File: config.mk
export PLATFORM = sky130hd
export DESIGN_NAME = bcd_ratio_divider
export DESIGN_NICKNAME = d
export VERILOG_FILES = /design/src/rtl/bcd_ratio_divider.sv
export SDC_FILE = /design/constraint.sdc
export NUM_CORES = 1
export LEC_CHECK = 0
export ABC_CLOCK_PERIOD_IN_PS = 4760
export BUFFER_PORTS_ARGS = -buffer_cell sky130_fd_sc_hd__clkbuf_2
export CORE_MARGIN = 1.5
export CORE_UTILIZATION = 35
export DETAILED_ROUTE_END_ITERATION = 10
export SLEW_MARGIN = 20
export SYNTH_ARGS = -nofsm -noshare
export SYNTH_HDL_FRONTEND = slang
export SYNTH_SLANG_ARGS = --single-unit
File: constraint.sdc
create_clock -name clk_in -period 4.76 [get_ports clk_in]
set_input_delay 0.476 -clock clk_in [delete_from_list [all_inputs] [get_ports clk_in]]
set_output_delay 0.476 -clock clk_in [all_outputs]
set_load 0.05 [all_outputs]
File: src/rtl/bcd_ratio_divider.sv
module bcd_ratio_divider (
  input  logic       clk_in,
  input  logic       rst_n,
  input  logic [1:0] psel,
  input  logic [3:0] dig_hi,
  input  logic [3:0] dig_mid,
  input  logic [3:0] dig_lo,
  input  logic       load,
  output logic       div_out,
  output logic       bad_setting
);

  logic [11:0] cnt, act_t, pend_t, new_t;
  logic [1:0]  act_ps, pend_ps;
  logic        pend_v;
  logic [3:0]  pcnt, plim;
  logic        tick, term, set_ok;

  assign set_ok = (dig_hi <= 4'd9) && (dig_mid <= 4'd9) && (dig_lo <= 4'd9)
                  && (|{dig_hi, dig_mid, dig_lo});

  // BCD decrement of the requested ratio: the terminal count is N-1
  always_comb begin
    new_t = {dig_hi, dig_mid, dig_lo};
    if (dig_lo != 4'd0) begin
      new_t[3:0] = dig_lo - 4'd1;
    end else begin
      new_t[3:0] = 4'd9;
      if (dig_mid != 4'd0) begin
        new_t[7:4] = dig_mid - 4'd1;
      end else begin
        new_t[7:4]  = 4'd9;
        new_t[11:8] = dig_hi - 4'd1;
      end
    end
  end

  always_comb begin
    case (act_ps)
      2'd0:    plim = 4'd0;
      2'd1:    plim = 4'd1;
      2'd2:    plim = 4'd3;
      default: plim = 4'd9;
    endcase
  end

  assign tick = (pcnt == plim);
  assign term = tick && (cnt == act_t);

  always_ff @(posedge clk_in or negedge rst_n) begin
    if (!rst_n) begin
      cnt         <= '0;
      pcnt        <= '0;
      div_out     <= 1'b0;
      act_t       <= '0;
      act_ps      <= '0;
      pend_t      <= '0;
      pend_ps     <= '0;
      pend_v      <= 1'b0;
      bad_setting <= 1'b0;
    end else begin
      div_out <= term;
      if (term) begin
        cnt  <= '0;
        pcnt <= '0;
        if (pend_v) begin
          act_t  <= pend_t;
          act_ps <= pend_ps;
          pend_v <= 1'b0;
        end
      end else begin
        pcnt <= tick ? 4'd0 : pcnt + 4'd1;
        if (tick) begin
          if (cnt[3:0] != 4'd9) begin
            cnt[3:0] <= cnt[3:0] + 4'd1;
          end else begin
            cnt[3:0] <= 4'd0;
            if (cnt[7:4] != 4'd9) begin
              cnt[7:4] <= cnt[7:4] + 4'd1;
            end else begin
              cnt[7:4]  <= 4'd0;
              cnt[11:8] <= (cnt[11:8] == 4'd9) ? 4'd0 : cnt[11:8] + 4'd1;
            end
          end
        end
      end
      if (load) begin
        if (set_ok) begin
          pend_t      <= new_t;
          pend_ps     <= psel;
          pend_v      <= 1'b1;
          bad_setting <= 1'b0;
        end else begin
          bad_setting <= 1'b1;
        end
      end
    end
  end

endmodule

# Word-level counts from Yosys, hierarchy flattened
# Cells that the tools add are included.
[totals]
regBits = 47
input_bits = 17
out_inout_bits = 2
[op_classes]
n_addsub = 7
order_cmp = 3
n_eq_ne = 9
mux = 18
n_reduce_logical = 13
[op_table]
columns = ["op", "n"]
rows = [
  ["4-bit two-way mux", 9],
  ["12-bit two-way mux", 2],
  ["4-bit by 1-bit adder with 4-bit output (second input constant)", 4],
  ["8-bit two-way mux", 2],
  ["12-bit equality test", 1],
  ["4-bit <= comparator (second input constant)", 3],
  ["4-bit one-hot mux with 3 select lines", 1],
  ["12-bit OR reduction", 1],
  ["4-bit by 1-bit subtractor with 4-bit output (second input constant)", 3],
  ["4-bit inequality test (second input constant)", 2],
  ["4-bit nonzero test", 2],
  ["2-bit AND reduction", 3],
  ["4-bit equality test", 1],
  ["4-bit equality test (second input constant)", 1],
  ["1-bit logical AND", 4],
  ["1-bit two-way mux", 4],
  ["2-bit inequality test (second input constant)", 2],
  ["3-bit AND reduction", 1],
  ["2-bit by 1-bit equality test with 1-bit output (second input constant)", 1],
  ["2-bit equality test (second input constant)", 1],
  ["2-bit zero test", 1],
  ["2-bit nonzero test", 1],
]

# Depth between registers and ports, before layout
# Gate-level depths: netlist of the first run.
[depth]
word_depth = 7
mapped_depth = 8

# Worst setup path after synthesis of the first run
# No wires, ideal clock.
[synth_timing]
path_type = "register to register"
from = "reg cnt[8]"
to = "reg act_t[0]"
t_arrival_ps = 1804
t_required_ps = 4633
path_slack_ps = 2828
stages_incl_launch_ff = 7
n_path_buf = 1
synth_period_minus_slack_ps = 1932
cell_sequence = "dfrtp_1 -> xor2_1 -> nor4_2 -> nand3_4 -> nor3_4 -> buf_6 -> mux2_1"
[synth_between]
elab_chain_cells = 3
[synth_rtl]
columns = ["element", "line_no", "source"]
rows = [
  ["from (decl)", "13", "logic [11:0] cnt, act_t, pend_t, new_t;"],
  ["from (signal assigned)", "82", "cnt[11:8] <= (cnt[11:8] == 4'd9) ? 4'd0 : cnt[11:8] + 4'd1;"],
  ["12-bit equality test", "48", "assign term = tick && (cnt == act_t);"],
  ["1-bit logical AND", "48", ""],
  ["2-bit AND reduction (no line)", "n/a", ""],
  ["to (signal assigned)", "67", "act_t <= pend_t;"],
  ["to (decl)", "13", ""],
]
# Every way passes these cells.
# A chain may end at the register's enable or synchronous reset.

# Final worst setup path of the first run
[layout_timing]
from = "reg cnt[0]"
to = "reg act_ps[1]"
[layout_between]
elab_chain_cells = 3
[layout_rtl]
columns = ["element", "line_no", "source"]
rows = [
  ["from (signal assigned)", "75", "cnt[3:0] <= cnt[3:0] + 4'd1;"],
  ["12-bit equality test", "48", ""],
  ["1-bit logical AND", "48", ""],
  ["2-bit AND reduction (no line)", "n/a", ""],
  ["to (signal assigned)", "68", "act_ps <= pend_ps;"],
  ["to (decl)", "14", "logic [1:0] act_ps, pend_ps;"],
]
# Every way passes these cells.

==> metrics list, run 1 <==
* Sort of element at the start of the critical path: flip-flop
- Synthesized netlist cell count: 240
- Number of synthesized flops with an enable pin: 0
* Overall routing resource usage: 13.3%
- Multiplexer cells account for 9.28% of the synthesized area.
* Dpl cells: 349
- Clock-pin slew reported for the worst setup and hold paths after clock tree synthesis: 0.09 ns
* Initial detailed-routing violation count: 36
- Compound-gate portion of the synthesized area: 10.3%
* Number of filler cells placed in the layout: 679
* Clock tree root driver cell: sky130_fd_sc_hd__clkbuf_8
- The number of cells on the worst reg-to-reg path is 5.
- Max H-tree Level: 2
- Initial core utilization: 36.5%
* Largest clock skew in the final design: 0.00788 ns
* Area share of the leading cell type in the synthesized netlist: 46.9%
- After Yosys synthesis, full adders, half adders and majority gates account for 4.49% of the synthesized area.
- By area, the combinational part of the netlist is dominated by simple AND/OR/NAND/NOR gates.
* Final Wtd Congestion: 0.771
- Summing over every cut layer, the via total after detailed routing is 1715.
- Routed WL per cell: 12.5 µm
- Diode count: 0
- VDD sags by at most 0.215 mV.
- Post-layout instance count excluding filler cells: 357
- Maximum number of pins on one net before global-route repair: 48
- The total area inside the core boundary comes to 6870 µm².
- The number of nets in the synthesized netlist is 266.
* Count of input and output buffers: 18
* Vias in the first global route: 1680
* Maximum cell stage delay along the critical path: 0.58 ns
* Chip width: 87.6 µm
* Required time worst endpoint: 4.94 ns
- After the last flow step, the layout net total stands at 286.
- Counting the buffers created by CTS gives 5.
- TritonCTS built the clock tree.
- Grouping stages by cell kind, the critical path spends the most delay in simple AND/OR/NAND/NOR gates.
* Total Neg Setup Slack: 0 ns
* Number of rows in the core area: 30
* Height of the chip: 87.6 µm
* Number of antenna violations at the first check in global routing: 0
- Crit-path max FO: 19
- The synthesized netlist occupies a cell area of 2510 µm².
- Synth Flop Type: sky130_fd_sc_hd__dfrtp_1
* Setup repair after global routing missed its margin: no
* Final setup viols: 0
- Among all stages on the critical path, the largest delay is contributed by sky130_fd_sc_hd__nor3_4.
* Number of sinks handled by clock tree synthesis: 47
- For this run, the number of Yosys warnings is 0.
- Later-pin clock latency in the skew report: 0.30 ns
- Cell with the most instances after synthesis: sky130_fd_sc_hd__dfrtp_1
* Outcome: finished clean
- After global routing the overflow that remains totals 0.
- Post-CTS Setup Inserts: 0
- Class of the worst hold path: input pin to asynchronous set/reset pin
- DRC errors left: 0
* Final worst-path cycle share: 50.1%
* Total wirelength of the detailed-routed design: 4460 µm
- The final max-slew violation count was 0.
* Maximum capacitance violations: 0
* Number of distinct library cells after synthesis: 44
- STA classifies the critical path endpoint as a flip-flop.
- Post-synthesis register bit count: 47
- XOR/XNOR share of the synthesized area: 6.64%
- The detail route stage leaves a number of antenna-violating nets equal to 0.
- Of all flip-flops after synthesis, the portion carrying an async set or reset was 100%.
- For this design the ratio of total power to cell area is 452 nW/µm².
- The first TritonRoute pass finished after 4 iterations.
* Setup slack at placement: 2.25 ns
- 19 I/O pins were placed.
- Smallest setup slack after layout: 2.38 ns
- Averaged over all synthesized cells, the footprint is 10.4 µm².
* HPWL Detailed: 3310 µm
* Tightest Pin Transition: 0.850 ns
- Number of endpoints with negative hold slack in the final report: 0
* Worst-path cell chain: xor2_1 > nor4_2 > nand3_4 > nor3_4 > mux2_2
* Setup CP Type: flip-flop to flip-flop
* Final critical-path required period: 2.38 ns
- Cts repair resizes: 0
- Top cells by count, synth: sky130_fd_sc_hd__dfrtp_1, sky130_fd_sc_hd__nand2_1, sky130_fd_sc_hd__nor2_1, sky130_fd_sc_hd__o21ai_0
- Dividing the detail-routed via count by the number of cells gives 4.80.
* Cell leakage power: 1.26 nW
- Summing the areas of all and, or, nand and nor instances in the mapped netlist gives 19.1% of the synthesized area.
- Register area share after synthesis: 46.9%
- Max Clock Freq: 420 MHz
- Yosys attributes the largest share of cell area to sky130_fd_sc_hd__dfrtp_1, sky130_fd_sc_hd__mux2_1, sky130_fd_sc_hd__xor2_1, sky130_fd_sc_hd__ha_1, sky130_fd_sc_hd__nand2_1.
- Overall die area: 7680 µm²
- Capture point of the worst reg-to-reg path: act_ps[1]
* Cell type contributing the most total cell area after synthesis: sky130_fd_sc_hd__dfrtp_1
- The worst register-to-register path has a setup slack of 2.38 ns.
- The number of buffers and inverters on the critical path is 0.
* Startpoint of the worst-slack reg-to-reg timing path: cnt[0]
- After clock tree synthesis, the flow added hold-fix buffers numbering 0.
- Fraction of layout instances using a drive strength above 1: 16.5%
- Counting along the longest clock path gives a buffer depth of 2.
- The first global-routing pass estimated 8060 µm of wire.
- Rel. slew slack: 43.3%
- For the worst setup path, the data arrival time is 2.56 ns.
* Area growth from synthesis to final layout: 10.7%
[state kept, by name (all words and copies together) (netlist names)]
name         flops
pend_v           1
div_out          1
pcnt             4
act_t           12
pend_t          12
cnt             12
pend_ps          2
act_ps           2
bad_setting      1
[worst max path at each step]
stage,cells after the start,slack [ns],start,to
2_1_floorplan,6,2.83,cnt[8],act_t[0]
3_3_place_gp,5,2.30,dig_lo[1],pend_t[1]
3_5_place_dp,5,2.25,dig_lo[1],pend_ps[1]
4_1_cts,5,2.33,cnt[0],act_ps[1]
5_1_grt,5,2.19,cnt[0],act_ps[1]
6_report,5,2.38,cnt[0],act_ps[1]
[metal layers]
metal / track usage (%) / up-vias / share of wire [%]
li1: - / 884 / -
met1: 18.8 / 801 / 52
met2: 20.5 / 25 / 44
met3: 2.92 / 5 / 2.8
met4: 4.33 / 0 / 1.2
met5: 0 / - / 0
[worst register-to-register path, stage by stage, from the launching register on]
cell and delay (ns):
sky130_fd_sc_hd__dfrtp_1 0.47, sky130_fd_sc_hd__xor2_1 0.19, sky130_fd_sc_hd__nor4_2 0.36, sky130_fd_sc_hd__nand3_4 0.27, sky130_fd_sc_hd__nor3_4 0.58, sky130_fd_sc_hd__mux2_2 0.40
[through the flow]
stage	utilization [%]	hold WS, ns	total power, W	area [µm²]
global placement	39.2	0.471	0.00102	2690
global route	40.4	0.314	0.00136	2780
detailed placement	39.2	0.467	0.00103	2690
floorplan	-	0.180	0.000925	2510
CTS	40.4	0.283	0.00127	2780
finish	40.4	0.259	0.00125	2780
[placed cells by master, fill, tap and decap left out, types with 2 or more instances in the layout]
master                     count
sky130_fd_sc_hd__clkbuf_8      5
sky130_fd_sc_hd__nand3b_1      3
sky130_fd_sc_hd__mux2_1       11
sky130_fd_sc_hd__nor4_1        2
sky130_fd_sc_hd__dfrtp_1      47
sky130_fd_sc_hd__nor4_4        3
sky130_fd_sc_hd__nand4b_1      2
sky130_fd_sc_hd__a21oi_1       9
sky130_fd_sc_hd__nand3_1       9
sky130_fd_sc_hd__clkbuf_2     18
sky130_fd_sc_hd__mux2_2        7
sky130_fd_sc_hd__nand2_1      27
sky130_fd_sc_hd__ha_1          9
sky130_fd_sc_hd__a31oi_1       2
sky130_fd_sc_hd__inv_1        13
sky130_fd_sc_hd__xor2_1       13
sky130_fd_sc_hd__nand4_1       3
sky130_fd_sc_hd__nor2_1       17
sky130_fd_sc_hd__o31ai_1       2
sky130_fd_sc_hd__xnor2_1       6
sky130_fd_sc_hd__o21a_1        2
sky130_fd_sc_hd__o22ai_1       5
sky130_fd_sc_hd__o21ai_0      17
sky130_fd_sc_hd__nor2b_1       3
sky130_fd_sc_hd__mux2i_1       3
sky130_fd_sc_hd__and3_1        2
[cells by family (layout without fill, tap and decap cells)]
kind of cell / Yosys count / count (layout)
simple gates: 82 / 82
flops: 47 / 47
compound gates: 43 / 43
mux: 21 / 21
xor+xnor: 19 / 19
buf+inv: 19 / 40
fa+ha+maj: 9 / 9
[power breakdown]
group	switching [W]	total, W	internal, W
logic	0.000233	0.000407	0.000173
registers	0.000106	0.000613	0.000507
clock network	0.000132	0.000235	0.000103
[cell type report]
class | instances | area, µm² | share of cell area, %
Multi-Input combinational cell | 174 | 1250 | 45.0
Sequential cell | 47 | 1180 | 42.4
Tap cell | 96 | 120 | 4.33
Timing Repair Buffer | 19 | 97.6 | 3.52
Clock buffer | 6 | 72.6 | 2.61
Inverter | 13 | 48.8 | 1.76
Clock inverter | 2 | 12.5 | 0.451
(Power assumes the default switching activity.)
==> run 2, diff against run 1 <==
- ABC_CLOCK_PERIOD_IN_PS: 4760 -> 2450
- clock period: 4.76 -> 2.45 ns (I/O delays scaled with it)
==> metrics list, run 2 (synthesis results as in run 1) <==
* Overall die area: 7680 µm² (unchanged)
- Storage element area: 1180 µm² (unchanged)
* Class of the worst hold path: input pin to flip-flop (was input pin to asynchronous set/reset pin)
- Multi-input combinational cell area: 1250 µm² (unchanged)
- Worst-path cell chain: nor4_1 > o21ai_0 > and2_2 > nor3_4 > buf_4 > mux2_2 (was xor2_1 > nor4_2 > nand3_4 > nor3_4 > mux2_2)
- The maximum fanout along the worst path was 14 (was 19).
* Global-route wire length before repair: 8150 µm (was 8060 µm)
* Maximum number of pins on one net before global-route repair: 19 (was 48)
- Clock-pin slew reported for the worst setup and hold paths after clock tree synthesis: 0.08 ns (was 0.09 ns)
- DRC errors left: 0 (unchanged)
- Number of rows in the core area: 30 (unchanged)
- Final critical-path required period: 2.04 ns (was 2.38 ns)
- Required time worst endpoint: 2.63 ns (was 4.94 ns)
- The number of H-tree levels is 2 (unchanged).
- Chip width: 87.6 µm (unchanged)
- Vias: 1779 (was 1715)
- The initial cell density of the core came to 36.5% (unchanged).
* Setup repair after global routing missed its margin: no (unchanged)
- The number of detailed-routing iterations run before antenna repair is 4 (unchanged).
- Number of buffers between clock root and the deepest sink: 2 (unchanged)
- The count of buffer and inverter cells on the critical path was 1 (was 0).
- Arrival time reported for the critical path endpoint: 2.22 ns (was 2.56 ns)
* Maximum cell stage delay along the critical path: 0.43 ns (was 0.58 ns)
- Area growth from synthesis to final layout: 13.6% (was 10.7%)
- Cell leakage power: 1.30 nW (was 1.26 nW)
* Count of input and output buffers: 18 (unchanged)
- The actual slew at the worst max-slew pin came to 0.389 ns (was 0.850 ns).
- The insertion delay of the later-clocked pin in the worst-skew pair was 0.30 ns (about the same).
- The maximum vdd ir drop is 0.336 mV (was 0.215 mV).
- Element type at the critical path end: flip-flop (unchanged)
- The overall global routing resource usage is 13.5% (was 13.3%).
- The initial antenna violation count came to 0 (unchanged).
- The relative slew slack came to 73.8% (was 43.3%).
* Routed WL per cell: 12.2 µm (was 12.5 µm)
- The final global-route overflow total came to 0 (unchanged).
- The standard cell with the maximum stage delay on the critical path was sky130_fd_sc_hd__dfrtp_1 (was sky130_fd_sc_hd__nor3_4).
- Core footprint: 6870 µm² (unchanged)
* NumNets Final: 293 (was 286)
* Most frequent cells in the layout: sky130_fd_sc_hd__dfrtp_1, sky130_fd_sc_hd__nand2_1, sky130_fd_sc_hd__clkbuf_2 (unchanged)
* Total Neg Setup Slack: 0 ns (unchanged)
- Maximum capacitance violations: 0 (unchanged)
* HPWL Detailed: 3390 µm (was 3310 µm)
* Cts repair resizes: 0 (unchanged)
* Antenna Nets Post-Route: 0 (unchanged)
- The minimum setup slack after placement was 0.435 ns (was 2.25 ns).
* Number of filler cells placed in the layout: 666 (was 679)
* Number of sinks handled by clock tree synthesis: 47 (unchanged)
- Outcome: finished clean (unchanged)
* Setup CP Type: flip-flop to flip-flop (unchanged)
- Final worst-path cycle share: 83.2% (was 50.1%)
* Most common library cell in the layout ignoring fill and taps: sky130_fd_sc_hd__dfrtp_1 (unchanged)
* Vias in the first global route: 1763 (was 1680)
* Initial detailed-routing violation count: 101 (was 36)
* Final cell utilization of the core: 41.5% (was 40.4%)
- Total wirelength of the detailed-routed design: 4450 µm (was 4460 µm)
- Post-CTS Setup Inserts: 0 (unchanged)
- The highest achievable clock rate is 491 MHz (was 420 MHz).
- The power per cell area is 888 nW/µm² (was 452 nW/µm²).
- The antenna diode count came to 0 (unchanged).
- I/O Pins: 19 (unchanged)
- Height of the chip: 87.6 µm (unchanged)
* CTS Buf Count: 5 (unchanged)
- The placer's final routability congestion estimate was 0.750 (was 0.771).
* Via count normalized by instance count: 4.90 (was 4.80)
- The kind of cell with the highest combined delay on the critical path was simple AND/OR/NAND/NOR gates (unchanged).
- Biggest registers after layout: act_t x12, cnt x12, pend_t x12 (unchanged).
- The master cell of the clock root buffer is sky130_fd_sc_hd__clkbuf_8 (unchanged).
* Number of endpoints with negative hold slack in the final report: 0 (unchanged)
- The slack of the critical path is 0.412 ns (was 2.38 ns).
* Pins over their slew limit: 0 (unchanged)
- Largest clock skew in the final design: 0.00993 ns (was 0.00788 ns)
- Post-CTS Hold Buffers: 1 (was 0)
- Clock tree from TritonCTS: done (unchanged)
- Fraction of layout instances using a drive strength above 1: 18.0% (was 16.5%)
* Sort of element at the start of the critical path: flip-flop (unchanged)
- The worst hold margin is 0.181 ns (was 0.259 ns).
- Power Total: 0.00253 W (was 0.00125 W)
* Final setup viols: 0 (unchanged)
[run 2: cell type report]
class,instances,area share [%]
Multi-Input combinational cell,174,43.8
Sequential cell,47,41.3
Tap cell,96,4.22
Clock inverter,1,1.05
Clock buffer,6,2.55
Timing Repair Buffer,26,5.36
Inverter,13,1.71
[run 2: worst paths after layout]
kind                           start  slack [ns]          end  cells past startpoint
min reg2reg                pend_t[3]        0.48    pend_t[3]                      2
max                          pcnt[1]        0.41    act_t[10]                      6
min                             load        0.18  bad_setting                      2
max in group asynchronous      rst_n        1.49     act_t[3]                      3
max reg2reg                  pcnt[1]        0.41    act_t[10]                      6
min in group asynchronous      rst_n        0.39      pcnt[0]                      2
[run 2: per-stage QoR]
| step | cell area, µm² | instances |
|---|---|---|
| 6_report | 2850 | 363 |
| 5_1_grt | 2850 | 363 |
| 4_1_cts | 2850 | 363 |
| 3_5_place_dp | 2740 | 355 |
| 3_3_place_gp | 2740 | 355 |
| 2_1_floorplan | 2510 | 240 |
[run 2: per-layer routing]
metal | global-route usage (%) | routed length, µm | up-vias
met2 | 22.0 | 2070 | 28
met4 | 3.90 | 61 | 0
met3 | 3.11 | 160 | 6
met1 | 18.1 | 2150 | 855
li1 | - | - | 890
met5 | 0 | 0 | -
[run 2: report_power, final]
group          total [W]  switching [W]  internal [W]
logic           0.000794       0.000449      0.000345
registers        0.00119       0.000201      0.000986
clock network   0.000550       0.000251      0.000299
